File: src/rtl/lp1_pkg.sv
// Shared constants for the first-order low-pass filter.
// Assumes a 2.14 signed format: one sign bit, one integer bit, 14 fraction bits.
package lp1_pkg;
    localparam int SMP_W   = 16;  // sample and coefficient width
    localparam int FRAC_W  = 14;  // fraction bits
    localparam int DAC_W   = 8;   // DAC code width
    localparam int NCOEF   = 2;   // number of coefficients
    localparam int SEL_W   = $clog2(NCOEF);
    localparam int COEF_FF = 0;   // index of feed-forward weight
    localparam int COEF_FB = 1;   // index of feedback weight
endpackage

File: src/rtl/lp1_coefs.sv
// Coefficient registers for the low-pass section.
// A write lands at the clock edge where cfg_we is high; synchronous reset clears all.
module lp1_coefs #(
    parameter int DW    = 16,
    parameter int NC    = 2,
    parameter int SW    = 1
) (
    input  logic                   clk,
    input  logic                   rst_n,
    input  logic                   we,
    input  logic [SW-1:0]          sel,
    input  logic [DW-1:0]          wdata,
    output logic [NC-1:0][DW-1:0]  coef
);
    logic [NC-1:0][DW-1:0] coef_q;

    for (genvar i = 0; i < NC; i++) begin : g_reg
        // holds coefficient i, loaded when selected
        always_ff @(posedge clk) begin
            if (!rst_n)
                coef_q[i] <= '0;
            else if (we && sel == SW'(i))
                coef_q[i] <= wdata;
        end
    end

    assign coef = coef_q;

    // a write is visible in the selected register on the next cycle
    a_r8_write_lands: assert property (@(posedge clk) disable iff (!rst_n)
        we |=> coef_q[$past(sel)] == $past(wdata));
endmodule

File: src/rtl/lp1_core.sv
// Two-stage datapath of the first-order section.
// Stage 1 forms the clamped sum of the new and previous input; stage 2 forms
// the two rescaled products, adds and clamps them, and updates the output history.
// Assumes coefficients and samples share the same fixed-point format.
module lp1_core #(
    parameter int DW   = 16,
    parameter int FRAC = 14
) (
    input  logic                 clk,
    input  logic                 rst_n,
    input  logic                 in_valid,
    input  logic signed [DW-1:0] x_in,
    input  logic signed [DW-1:0] c_ff,
    input  logic signed [DW-1:0] c_fb,
    output logic                 y_valid,
    output logic signed [DW-1:0] y_out
);
    localparam int PW = 2 * DW;
    localparam logic signed [DW-1:0] S_MAX = DW'((2 ** (DW - 1)) - 1);
    localparam logic signed [DW-1:0] S_MIN = DW'(-(2 ** (DW - 1)));
    localparam logic signed [PW:0]   A_MAX = (PW + 1)'((2 ** (DW - 1)) - 1);
    localparam logic signed [PW:0]   A_MIN = (PW + 1)'(-(2 ** (DW - 1)));

    logic signed [DW-1:0] x_prev;
    logic signed [DW-1:0] sum_q;
    logic                 v1_q;
    logic signed [DW-1:0] y_prev;
    logic                 v2_q;

    logic signed [DW:0]   raw_sum;
    logic signed [DW-1:0] sum_sat;
    logic signed [PW-1:0] prod_ff, prod_fb, sh_ff, sh_fb;
    logic signed [PW:0]   acc;
    logic signed [DW-1:0] y_sat;

    // widen and add the new and previous input, clamp on overflow
    always_comb begin
        raw_sum = {x_in[DW-1], x_in} + {x_prev[DW-1], x_prev};
        if (raw_sum[DW] != raw_sum[DW-1])
            sum_sat = raw_sum[DW] ? S_MIN : S_MAX;
        else
            sum_sat = raw_sum[DW-1:0];
    end

    // stage 1: register the sum and remember the input
    always_ff @(posedge clk) begin
        if (!rst_n) begin
            x_prev <= '0;
            sum_q  <= '0;
            v1_q   <= 1'b0;
        end else begin
            v1_q <= in_valid;
            if (in_valid) begin
                x_prev <= x_in;
                sum_q  <= sum_sat;
            end
        end
    end

    // products rescaled by an arithmetic right shift, summed and clamped
    always_comb begin
        prod_ff = c_ff * sum_q;
        prod_fb = c_fb * y_prev;
        sh_ff   = prod_ff >>> FRAC;
        sh_fb   = prod_fb >>> FRAC;
        acc     = {sh_ff[PW-1], sh_ff} + {sh_fb[PW-1], sh_fb};
        if (acc > A_MAX)
            y_sat = S_MAX;
        else if (acc < A_MIN)
            y_sat = S_MIN;
        else
            y_sat = acc[DW-1:0];
    end

    // stage 2: register the result, which is also the output history
    always_ff @(posedge clk) begin
        if (!rst_n) begin
            y_prev <= '0;
            v2_q   <= 1'b0;
        end else begin
            v2_q <= v1_q;
            if (v1_q)
                y_prev <= y_sat;
        end
    end

    assign y_valid = v2_q;
    assign y_out   = y_prev;

    // two positive inputs never give a negative sum
    a_r3_no_wrap_pos: assert property (@(posedge clk) disable iff (!rst_n)
        (in_valid && x_in > 0 && x_prev > 0) |=> sum_q > 0);
    // two negative inputs never give a non-negative sum
    a_r3_no_wrap_neg: assert property (@(posedge clk) disable iff (!rst_n)
        (in_valid && x_in < 0 && x_prev < 0) |=> sum_q < 0);
    // history of the input is untouched without a strobe
    a_r5_xprev_hold: assert property (@(posedge clk) disable iff (!rst_n)
        !in_valid |=> $stable(x_prev));
endmodule

File: src/rtl/lp1_dac.sv
// Converts a signed fixed-point sample to an offset-binary DAC code.
// Keeps the top bits of the sample, adds half scale and clamps to the code range.
module lp1_dac #(
    parameter int DW    = 16,
    parameter int DAC_W = 8
) (
    input  logic signed [DW-1:0]  y,
    output logic [DAC_W-1:0]      code
);
    localparam int SH = DW - DAC_W - 2;
    localparam int TW = DW - SH + 1;
    localparam logic signed [TW-1:0] OFFS = TW'(2 ** (DAC_W - 1));
    localparam logic signed [TW-1:0] CMAX = TW'((2 ** DAC_W) - 1);

    logic signed [TW-1:0] top;
    logic signed [TW-1:0] shifted;

    // shift, recentre and clamp
    always_comb begin
        shifted = $signed(TW'(y >>> SH));
        top     = shifted + OFFS;
        if (top < 0)
            code = '0;
        else if (top > CMAX)
            code = '1;
        else
            code = top[DAC_W-1:0];
    end
endmodule

File: src/rtl/lp1_filter.sv
// First-order low-pass filter, top level.
// Coefficient registers feed the two-stage datapath; the DAC mapper follows the
// registered result. Assumes in_valid is meaningful only while rst_n is high.
module lp1_filter
    import lp1_pkg::*;
#(
    parameter int DW    = SMP_W,
    parameter int FRAC  = FRAC_W,
    parameter int DACW  = DAC_W
) (
    input  logic             clk,
    input  logic             rst_n,
    input  logic             cfg_we,
    input  logic [SEL_W-1:0] cfg_sel,
    input  logic [DW-1:0]    cfg_wdata,
    input  logic             in_valid,
    input  logic [DW-1:0]    in_sample,
    output logic             out_valid,
    output logic [DW-1:0]    out_sample,
    output logic [DACW-1:0]  out_dac
);
    logic [NCOEF-1:0][DW-1:0] coef;
    logic signed [DW-1:0]     y_s;
    logic [1:0]               age;

    lp1_coefs #(.DW(DW), .NC(NCOEF), .SW(SEL_W)) u_coefs (
        .clk   (clk),
        .rst_n (rst_n),
        .we    (cfg_we),
        .sel   (cfg_sel),
        .wdata (cfg_wdata),
        .coef  (coef)
    );

    lp1_core #(.DW(DW), .FRAC(FRAC)) u_core (
        .clk      (clk),
        .rst_n    (rst_n),
        .in_valid (in_valid),
        .x_in     ($signed(in_sample)),
        .c_ff     ($signed(coef[COEF_FF])),
        .c_fb     ($signed(coef[COEF_FB])),
        .y_valid  (out_valid),
        .y_out    (y_s)
    );

    lp1_dac #(.DW(DW), .DAC_W(DACW)) u_dac (
        .y    (y_s),
        .code (out_dac)
    );

    assign out_sample = y_s;

    // cycles since reset, saturating, used to qualify the checks below
    always_ff @(posedge clk) begin
        if (!rst_n)
            age <= '0;
        else if (age != 2'd2)
            age <= age + 2'd1;
    end

    // the first cycle after reset shows an idle, zero output
    a_r1_reset_state: assert property (@(posedge clk)
        $rose(rst_n) |-> (!out_valid && out_sample == '0));
    // result strobe follows the input strobe by two cycles
    a_r6_latency: assert property (@(posedge clk) disable iff (!rst_n)
        (age == 2'd2) |-> (out_valid == $past(in_valid, 2)));
    // output holds between results
    a_r5_out_hold: assert property (@(posedge clk) disable iff (!rst_n)
        (age == 2'd2 && !out_valid) |-> $stable(out_sample));
    // a full-scale positive output maps to the top code
    a_r7_dac_top: assert property (@(posedge clk) disable iff (!rst_n)
        ($signed(out_sample) >= $signed(DW'(2 ** (DW - 2)))) |-> out_dac == '1);
endmodule

File: config.mk
export PLATFORM = sky130hd
export DESIGN_NAME = lp1_filter
export DESIGN_NICKNAME = d
export VERILOG_FILES = /design/src/rtl/lp1_pkg.sv /design/src/rtl/lp1_coefs.sv /design/src/rtl/lp1_core.sv /design/src/rtl/lp1_dac.sv /design/src/rtl/lp1_filter.sv
export SDC_FILE = /design/constraint.sdc
export NUM_CORES = 2
export LEC_CHECK = 0
export ABC_AREA = 1
export ABC_CLOCK_PERIOD_IN_PS = 11250
export BUFFER_PORTS_ARGS = -buffer_cell sky130_fd_sc_hd__buf_4
export CAP_MARGIN = 30
export CORE_ASPECT_RATIO = 1.75
export CORE_UTILIZATION = 55
export DETAILED_ROUTE_END_ITERATION = 8
export PLACE_DENSITY = 0.76
export SYNTH_ARGS = -nofsm -noshare
export SYNTH_HDL_FRONTEND = slang
export SYNTH_SLANG_ARGS = --single-unit
File: constraint.sdc
create_clock -name clk -period 11.25 [get_ports clk]
set_clock_uncertainty 0.2 [all_clocks]
set_input_delay 1.6875 -clock clk [delete_from_list [all_inputs] [get_ports clk]]
set_output_delay 1.6875 -clock clk [all_outputs]
set_load 0.01 [all_outputs]
==> report_table.html <==
<table>
<tr><th>Metric</th><th>Value</th></tr>
<tr><th colspan="2">Synth</th></tr>
<tr><td>Distinct cell type count after synthesis</td><td>44</td></tr>
<tr><td>Main area contributors after synthesis</td><td>fa_1 (41%), inv_1 (14%), nand2_1 (12%)</td></tr>
<tr><td>Per-instance average area after synthesis</td><td>7.520 um^2</td></tr>
<tr><td>Mapped cell area</td><td>25460 um^2</td></tr>
<tr><td>Fraction of synthesized cell area taken by the top area cell type</td><td>0.4121</td></tr>
<tr><td>Syn_nets</td><td>4140</td></tr>
<tr><td>Predominant post-synthesis flop cell</td><td>dfxtp_1</td></tr>
<tr><td>Sequential element share of the synthesized area</td><td>0.06449</td></tr>
<tr><td>Gate Count Post-Synth</td><td>3385</td></tr>
<tr><td>Number of synthesized flops with an enable pin</td><td>0</td></tr>
<tr><td>Yosys warning total</td><td>0</td></tr>
<tr><td>Biggest area consumer among synthesized cells</td><td>fa_1</td></tr>
<tr><td>Fraction of registers with async set or reset after synthesis</td><td>0</td></tr>
<tr><td>Flop and latch count out of synthesis</td><td>82</td></tr>
<tr><th colspan="2">GRT</th></tr>
<tr><td>Wire length of the first global-routing pass</td><td>111200 um</td></tr>
<tr><td>Number of antenna violations at the first check in global routing</td><td>0</td></tr>
<tr><td>Overall fraction of global-route tracks in use</td><td>0.3066</td></tr>
<tr><td>Number of global-route vias before repair</td><td>23060</td></tr>
<tr><td>Pin count of the biggest net entering global routing</td><td>80</td></tr>
<tr><td>Grt ovf</td><td>0</td></tr>
<tr><th colspan="2">Drt</th></tr>
<tr><td>DR vias</td><td>20940</td></tr>
<tr><td>DRT antenna net count</td><td>0</td></tr>
<tr><td>DRC</td><td>0</td></tr>
<tr><td>Via count normalized by instance count</td><td>5.361</td></tr>
<tr><td>First-pass iteration count of the detailed router</td><td>6</td></tr>
<tr><td>DR WL/cell</td><td>17.27 um</td></tr>
<tr><td>Iteration-0 DRC count of the detailed router</td><td>1158</td></tr>
<tr><td>Total wirelength of the detailed-routed design</td><td>67450 um</td></tr>
<tr><th colspan="2">Setup path</th></tr>
<tr><td>Buffering stage count on the worst path with inverters included</td><td>6</td></tr>
<tr><td>Highest-delay cell along the critical path</td><td>dfxtp_1</td></tr>
<tr><td>Startpoint of the most critical setup path</td><td>u_coefs.coef[31]$_SDFFE_PN0P_</td></tr>
<tr><td>Cell occurring most often along the worst timing path</td><td>nand2_1</td></tr>
<tr><td>Levels on crit path</td><td>33</td></tr>
<tr><td>Delay-heaviest family, CP</td><td>adder cells</td></tr>
<tr><td>Endpoint of the worst register-to-register path</td><td>u_core.y_out[1]$_SDFFE_PN0P_</td></tr>
<tr><td>Largest incremental delay on the critical path</td><td>860 ps</td></tr>
<tr><td>CP Data Arrival Time</td><td>8940 ps</td></tr>
<tr><td>Worst Setup Path Type</td><td>reg2reg</td></tr>
<tr><td>Worst Path Required</td><td>11270 ps</td></tr>
<tr><td>FF-to-FF path depth</td><td>33</td></tr>
<tr><td>Crit Path Max Fanout</td><td>17</td></tr>
<tr><td>Critical Path Sink</td><td>u_core.y_out[1]$_SDFFE_PN0P_</td></tr>
<tr><td>Category of the worst setup path launch point</td><td>flop</td></tr>
<tr><td>Worst reg2reg startpoint</td><td>u_coefs.coef[31]$_SDFFE_PN0P_</td></tr>
<tr><td>Worst setup slack for register-to-register paths</td><td>2330 ps</td></tr>
<tr><td>Setup crit end kind</td><td>flop</td></tr>
<tr><th colspan="2">Clock tree</th></tr>
<tr><td>Number of clock buffers inserted by TritonCTS</td><td>9</td></tr>
<tr><td>Number of hold buffers added after CTS</td><td>0</td></tr>
<tr><td>Skew-Pair Late Insertion Delay</td><td>370 ps</td></tr>
<tr><td>Setup Buffers After CTS</td><td>0</td></tr>
<tr><td>Clock tree from TritonCTS</td><td>yes</td></tr>
<tr><td>CTS H-tree depth</td><td>3</td></tr>
<tr><td>Total number of clock tree sinks</td><td>82</td></tr>
<tr><td>Clock Tree Root</td><td>clkbuf_16</td></tr>
<tr><td>Reg clk slew, reported paths</td><td>70 ps</td></tr>
<tr><td>Number of gates resized after cts</td><td>0</td></tr>
<tr><td>Buffer levels on the longest clock path</td><td>2</td></tr>
<tr><th colspan="2">Placed design</th></tr>
<tr><td>Gpl congestion</td><td>1.018</td></tr>
<tr><td>Cell total after placement</td><td>3890</td></tr>
<tr><td>Detail Placement HPWL</td><td>56250 um</td></tr>
<tr><td>Placed standard-cell area</td><td>26140 um^2</td></tr>
<tr><td>Count of port buffers added during placement</td><td>61</td></tr>
<tr><td>Post-Place Setup Slack</td><td>2405 ps</td></tr>
<tr><th colspan="2">Final layout</th></tr>
<tr><td>Layout net count</td><td>4079</td></tr>
<tr><td>Diodes inserted</td><td>0</td></tr>
<tr><td>Most used cells in the layout excluding fill and tap cells</td><td>inv_1 (951), nand2_1 (794), fa_1 (524)</td></tr>
<tr><td>Sequential Area</td><td>1642 um^2</td></tr>
<tr><td>Count of placed standard cells in the final layout, fillers left out</td><td>3905</td></tr>
<tr><td>Utilization after layout</td><td>0.5831</td></tr>
<tr><td>Area overhead of the layout relative to synthesis</td><td>3.912%</td></tr>
<tr><td>Fraction of layout instances using a drive strength above 1</td><td>0.04056</td></tr>
<tr><td>Fill count</td><td>4208</td></tr>
<tr><td>Multi-input combinational cell area</td><td>19640 um^2</td></tr>
<tr><td>Post-route cell area</td><td>26450 um^2</td></tr>
<tr><td>Most common cell after layout, fill and taps aside</td><td>inv_1</td></tr>
<tr><th colspan="2">Pwr</th></tr>
<tr><td>Total power after layout</td><td>6.087 mW</td></tr>
<tr><td>Total power per unit cell area</td><td>230.1 nW/um^2</td></tr>
<tr><td>Clock Power Share</td><td>0.055</td></tr>
<tr><td>Sequential share of power</td><td>0.085</td></tr>
<tr><td>Switch Pwr</td><td>3.689 mW</td></tr>
<tr><td>Maximum ir drop on the vdd rail</td><td>0.3972 mV</td></tr>
<tr><td>Net Sw Frac</td><td>0.6061</td></tr>
<tr><td>Fraction of power consumed by combinational cells</td><td>0.860</td></tr>
<tr><td>Internal power</td><td>2.398 mW</td></tr>
<tr><td>Static leakage power</td><td>15.62 nW</td></tr>
<tr><th colspan="2">STA</th></tr>
<tr><td>Post-Route Setup TNS</td><td>0 ps</td></tr>
<tr><td>Final critical-path share of the clock period</td><td>0.7926</td></tr>
<tr><td>Relative max-transition margin</td><td>0.2901</td></tr>
<tr><td>Crit path time final</td><td>8917 ps</td></tr>
<tr><td>Setup Viol. Count Final</td><td>0</td></tr>
<tr><td>Unrepaired setup endpoints after global routing</td><td>no</td></tr>
<tr><td>Worst-case setup margin in the final layout</td><td>2333 ps</td></tr>
<tr><td>Max Freq</td><td>112.1 MHz</td></tr>
<tr><td>Max-slew violation total from the final report</td><td>0</td></tr>
<tr><td>Actual slew at the worst max-slew pin</td><td>1063 ps</td></tr>
<tr><td>Final Hold Vio Count</td><td>0</td></tr>
<tr><td>Hold_ws</td><td>311.4 ps</td></tr>
<tr><th colspan="2">Floorplan</th></tr>
<tr><td>Vertical extent of the die</td><td>286.6 um</td></tr>
<tr><td>Core footprint</td><td>45360 um^2</td></tr>
<tr><td>Area of the die</td><td>47180 um^2</td></tr>
<tr><td>Die width</td><td>164.6 um</td></tr>
<tr><td>Initial standard-cell utilization of the core</td><td>0.5611</td></tr>
<tr><td>Io pins</td><td>62</td></tr>
<tr><td>Std cell rows</td><td>103</td></tr>
<tr><th colspan="2">Hold path</th></tr>
<tr><td>Class of the most critical hold timing path</td><td>reg2reg</td></tr>
<tr><td>Hold Crit Depth</td><td>2</td></tr>
<tr><th colspan="2">Outcome</th></tr>
<tr><td>Result of the run</td><td>finished, final reports clean</td></tr>
<tr><th colspan="2">Flow run</th></tr>
<tr><td>Maximum Capacitance Violations</td><td>0</td></tr>
</table>
synthesized netlist by cell type (all sizes together) (18+ instances only):
master,count
fa,524
dfxtp,82
a21oi,133
xnor2,35
buf,18
nand3,54
nor2,190
clkbuf,126
o21ai,134
xor2,35
inv,954
ha,194
nand2,807
cell families (layout without fill, tap and decap cells):
| kind of cell | count (synthesis) | count (layout) | share of synthesized area |
|---|---|---|---|
| compound gates | 309 | 309 | 0.06685 |
| xor+xnor | 70 | 70 | 0.02408 |
| fa+ha+maj | 718 | 718 | 0.5074 |
| buf+inv | 1100 | 1043 | 0.1638 |
| flops | 82 | 82 | 0.06449 |
| simple gates | 1106 | 1106 | 0.1733 |
worst min-delay path, stage by stage, from the launching register on:
cell     delay, ps
dfxtp_1        330
o21ai_0         70
nor2_1          80
worst min path at each step:
stage                                   start                        endpoint
2_1_floorplan   u_core.x_prev[0]$_SDFFE_PN0P_   u_core.x_prev[0]$_SDFFE_PN0P_
3_3_place_gp   u_core.x_prev[13]$_SDFFE_PN0P_  u_core.x_prev[13]$_SDFFE_PN0P_
3_5_place_dp    u_core.x_prev[9]$_SDFFE_PN0P_   u_core.x_prev[9]$_SDFFE_PN0P_
4_1_cts         u_core.x_prev[9]$_SDFFE_PN0P_   u_core.x_prev[9]$_SDFFE_PN0P_
5_1_grt        u_core.x_prev[10]$_SDFFE_PN0P_  u_core.x_prev[10]$_SDFFE_PN0P_
6_report        u_core.x_prev[6]$_SDFFE_PN0P_   u_core.x_prev[6]$_SDFFE_PN0P_
layout make-up:
type,instances,share of cell area
inverters,956,0.1357
multi-input cells,2203,0.7426
repair buffers,72,0.02043
well taps,577,0.02729
clock buffers,9,0.008514
clock inverters,6,0.003406
flip-flops and latches,82,0.06206
per-layer routing:
metal,global-route usage,part of all wire
met1,0.3004,0.32
met2,0.5895,0.55
met3,0.02443,0.043
met4,0.2179,0.080
met5,0,0
flip-flops by register name (all words and copies together), names as in the netlist:
| signal | flops |
|---|---|
| u_core.y_out | 16 |
| u_core.sum_q | 16 |
| u_core.v1_q | 1 |
| u_core.y_valid | 1 |
| u_core.x_prev | 16 |
| u_coefs.coef | 32 |
power groups by stage:
| stage | Combinational (mW) | Clock, mW | Sequential [mW] |
|---|---|---|---|
| after floorplan | 4.15 | 0 | 0.360 |
| after global placement | 5.19 | 0 | 0.513 |
| after detailed placement | 5.20 | 0 | 0.514 |
| after CTS | 5.25 | 0.337 | 0.508 |
| after global routing | 5.91 | 0.345 | 0.518 |
| final | 5.23 | 0.335 | 0.517 |
Note: power is estimated with default switching activity, not from simulation.
